## src/rtl/irq_status_unit.sv

```systemverilog
module irq_status_unit #(
  parameter int CTRL_W       = 32,
  parameter int DATA_W       = 32,
  parameter int SEL_W        = 2,
  parameter int EN_DONE_POS  = 5,
  parameter int EN_RXRDY_POS = 4,
  parameter int EN_OVF_POS   = 6,
  parameter int SEL_CLEAR    = 0
) (
  input  logic              clk,
  input  logic              rst_n,
  input  logic              seq_done,
  input  logic              frame_drop,
  input  logic [CTRL_W-1:0] ctrl_word,
  input  logic              wr_valid,
  input  logic [SEL_W-1:0]  wr_sel,
  input  logic [DATA_W-1:0] wr_data,
  output logic [2:0]        raw_status,
  output logic [2:0]        masked_status,
  output logic              irq
);

  localparam logic [SEL_W-1:0] SEL_CLR_CODE = SEL_W'(SEL_CLEAR);

  logic [2:0] raw_q;
  logic [2:0] set_vec;
  logic [2:0] clr_vec;
  logic [2:0] en_vec;
  logic       clr_hit;

  assign set_vec = {frame_drop, seq_done, seq_done};
  assign clr_hit = wr_valid && (wr_sel == SEL_CLR_CODE);
  assign clr_vec = clr_hit ? wr_data[2:0] : 3'b000;

  assign en_vec = {ctrl_word[EN_OVF_POS], ctrl_word[EN_RXRDY_POS], ctrl_word[EN_DONE_POS]};

  always_ff @(posedge clk or negedge rst_n) begin
    if (!rst_n) raw_q <= 3'b000;
    else        raw_q <= (raw_q & ~clr_vec) | set_vec;
  end

  assign raw_status    = raw_q;
  assign masked_status = raw_q & en_vec;
  assign irq           = |masked_status;

  logic unused_bits;
  assign unused_bits = ^{ctrl_word, wr_data};

endmodule


```

## config.mk

```make
export PLATFORM = sky130hd
export DESIGN_NAME = irq_status_unit
export DESIGN_NICKNAME = d
export VERILOG_FILES = /design/src/rtl/irq_status_unit.sv
export SDC_FILE = /design/constraint.sdc
export NUM_CORES = 1
export LEC_CHECK = 0
export BUFFER_PORTS_ARGS = -buffer_cell sky130_fd_sc_hd__clkbuf_2
export CAP_MARGIN = 20
export CORE_MARGIN = 10
export CORE_UTILIZATION = 12
export CTS_CLUSTER_SIZE = 12
export DETAILED_ROUTE_END_ITERATION = 12
export PLACE_DENSITY = 0.85
export SETUP_SLACK_MARGIN = 0.15
export SLEW_MARGIN = 20
export SYNTH_ARGS = -nofsm -noshare
export SYNTH_HDL_FRONTEND = slang
export SYNTH_SLANG_ARGS = --single-unit
export TNS_END_PERCENT = 1
```

## constraint.sdc

```tcl
create_clock -name clk -period 0.82 [get_ports clk]
set_input_delay 0.082 -clock clk [delete_from_list [all_inputs] [get_ports clk]]
set_output_delay 0.082 -clock clk [all_outputs]
set_load 0.05 [all_outputs]
```

==> impl_metrics.csv <==
group,metric,value,unit
outcome,run_status,"finished with violations",
outcome,failed_checks,"setup timing",
cts,post-cts-setup-buffers,0,
sta,finalSetupViolCount,7,
power,cellPowerDensity,1490,mW/mm^2
drt,wl,745,um
sta,max_slew.worst_pin.slew,0.320,ns
cts,path_clk_slew,0.04,ns
drt,drtAntennaViolNets,0,
synthesis,synth_seq_cells,3,
critical_path,reg2reg_slack,0.01,ns
floorplanning,dieWidth,56.4,um
final_layout,fillers,132,
floorplanning,die_h,56.4,um
critical_path,path_max_fanout,2,
sta,slew_headroom,0.787,
sta,min_period_over_period,1.56,
synthesis,synth.top_cells.by_area,"dfrtp_1 47%, a31oi_1 12%, and2_1 7.9%",
critical_path,critical_path_class,"reg -> out",
critical_path,critPathArrivalTime,1.19,ns
floorplanning,io_pins,78,
synthesis,ys_warn_count,0,
critical_path,cp.required,0.74,ns
cts,h-tree-depth,1,
sta,grt_setup_unrepaired,"yes",
cts,cts_root_buffer,"clkbuf_4",
sta,layout_min_cycle_time,1.28,ns
cts,cts_buffers,3,
critical_path,endpoint_kind,"output port",
global_route,grt-ovfl-total,0,
final_layout,nNetsFinal,116,
sta,finalHoldViolCount,0,
final_layout,fin_util,0.329,
worst_hold_path,hold_class,"in -> reg",
synthesis,synth_cell_type_count,8,
floorplanning,dieArea,0.00318,sq mm
sta,max_freq,783,MHz
cts,cts.sink_count,3,
drt,wire_per_inst,12.6,um
critical_path,slowest_stage,"dfrtp_2",
drt,drtIter0Drc,3,
critical_path,cp_cell_sequence,"a222oi_1 > inv_2 > buf_8",
critical_path,r2r_cells,3,
drt,vias_per_cell,3.88,
floorplanning,initial_core_util,0.125,
placed_design,port-buffer-count,19,
drt,vias,229,
sta,setup_ws,-0.456,ns
synthesis,synth_cells,17,
final_layout,largest_reg_flops,3,
power,vdd_drop_max,0.401,mV
final_layout,area_growth,163,%
critical_path,cpPeakStageDelay,0.39,ns
global_route,grt_pass1_vias,265,
floorplanning,core,0.00127,sq mm
floorplanning,std_cell_rows,13,
cts,cts_buffer_depth,2,
drt,drc,0,
final_layout,drive_gt1_frac,0.773,
drt,drt_first_pass_iters,4,
critical_path,r2r_end,"raw_status[1]",
job,max_cap_violations,0,
synthesis,syn_area,159,sq um
synthesis,synthDominantCellAreaShare,0.472,
sta,skew,0,ns
critical_path,setup.worst_path.end,"irq",
power,total_power,0.623,mW
synthesis,syn_area_per_cell,9.35,sq um
global_route,grt_pass1_wl,1.19,mm
cts,clock_latency,0.23,ns
placed_design,hpwl,582,um
sta,drv_slew,0,
sta,setup_tns,-1.87,ns
synthesis,synthesis.nets,88,
global_route,track_usage,0.0507,
critical_path,startpoint_type,"flip-flop",
placed_design,gp_congestion,0.630,
cts,cts_tree,"built",
final_layout,antenna_cells,0,
critical_path,crit_start,"raw_status[1]",
synthesis,ys_seq_area_frac,0.472,
power,leakagePower,0.200,nW
critical_path,rr_startpoint,"raw_status[1]",
global_route,grt_max_degree,4,
synthesis,synth_area_leader_cell,"dfrtp_1",
global_route,antenna_found_initial,0,
cells by family (layout without fill, tap and decap cells):
kind of cell           Yosys count  after routing  share of synthesized area
AND/OR/NAND/NOR                  7              7                      0.276
AO/OA/AOI/OAI                    4              4                      0.181
flip-flops                       3              3                      0.472
buffers and inverters            3             30                     0.0709
cell usage after synthesis (all sizes together):
| master | n |
|---|---|
| a31oi | 3 |
| a222oi | 1 |
| nor2 | 3 |
| and2 | 3 |
| dfrtp | 3 |
| nor3b | 1 |
| inv | 3 |
cell usage in the layout (no fill, tap or decap), types with 2 or more instances in the layout:
| cell | instances |
|---|---|
| clkbuf_2 | 12 |
| buf_8 | 7 |
| a31oi_1 | 3 |
| and2_4 | 3 |
| clkbuf_4 | 3 |
| dfrtp_2 | 3 |
| inv_1 | 2 |
| nor2_1 | 2 |
| buf_4 | 2 |
report_power, final:
group	internal (mW)	total [mW]	switching, mW
registers	0.155	0.158	0.00314
clock network	0.182	0.253	0.0706
logic	0.101	0.212	0.111
worst max-delay path, delay by kind of cell (launching register included):
kind,cells,cell delay [ns]
buf+inv,2,0.22
compound gates,1,0.35
flops,1,0.39
area by class of cell:
class,count,area (sq um),area share
Clock buffer,4,26.3,0.0629
Inverter,3,11.3,0.0269
Multi-Input combinational cell,11,81.3,0.195
Sequential cell,3,78.8,0.189
Tap cell,15,18.8,0.0449
Timing Repair Buffer,23,201,0.482
per-layer routing:
| metal | GRT usage | vias up | part of all wire | wire length (um) |
|---|---|---|---|---|
| met1 | 0.0423 | 95 | 0.36 | 271 |
| met4 | 0.0825 | 0 | 0.046 | 34 |
| li1 | - | 113 | - | - |
| met3 | 0.0337 | 2 | 0.17 | 124 |
| met2 | 0.0634 | 19 | 0.42 | 314 |
| met5 | 0 | - | 0 | 0 |
worst min path at each step:
stage / cells after the start / startpoint / endpoint
global placement: 1 / rst_n / raw_status[2]
detailed placement: 1 / rst_n / raw_status[2]
CTS: 2 / wr_data[2] / raw_status[2]
floorplan: 0 / rst_n / raw_status[0]
finish: 2 / wr_data[2] / raw_status[2]
global route: 2 / wr_data[2] / raw_status[2]
metrics by stage:
stage / cells / hold slack [ns] / setup WS (ns) / cell area [sq um]
2_1_floorplan: 17 / -0.214 / -0.333 / 164
3_3_place_gp: 54 / -0.122 / -0.276 / 300
3_5_place_dp: 54 / -0.118 / -0.271 / 300
4_1_cts: 59 / 0.0187 / -0.474 / 402
5_1_grt: 59 / 0.0286 / -0.493 / 418
6_report: 59 / 0.0235 / -0.456 / 418
repair_timing:
item                                    4_1_cts  5_1_grt
hold buffers                                  1        0
gates resized for setup                      15       11
pin swaps                                     1        0
hold endpoints to repair                      3        0
endpoints found under the setup margin       10       10
Note: power is estimated with default switching activity, not from simulation.
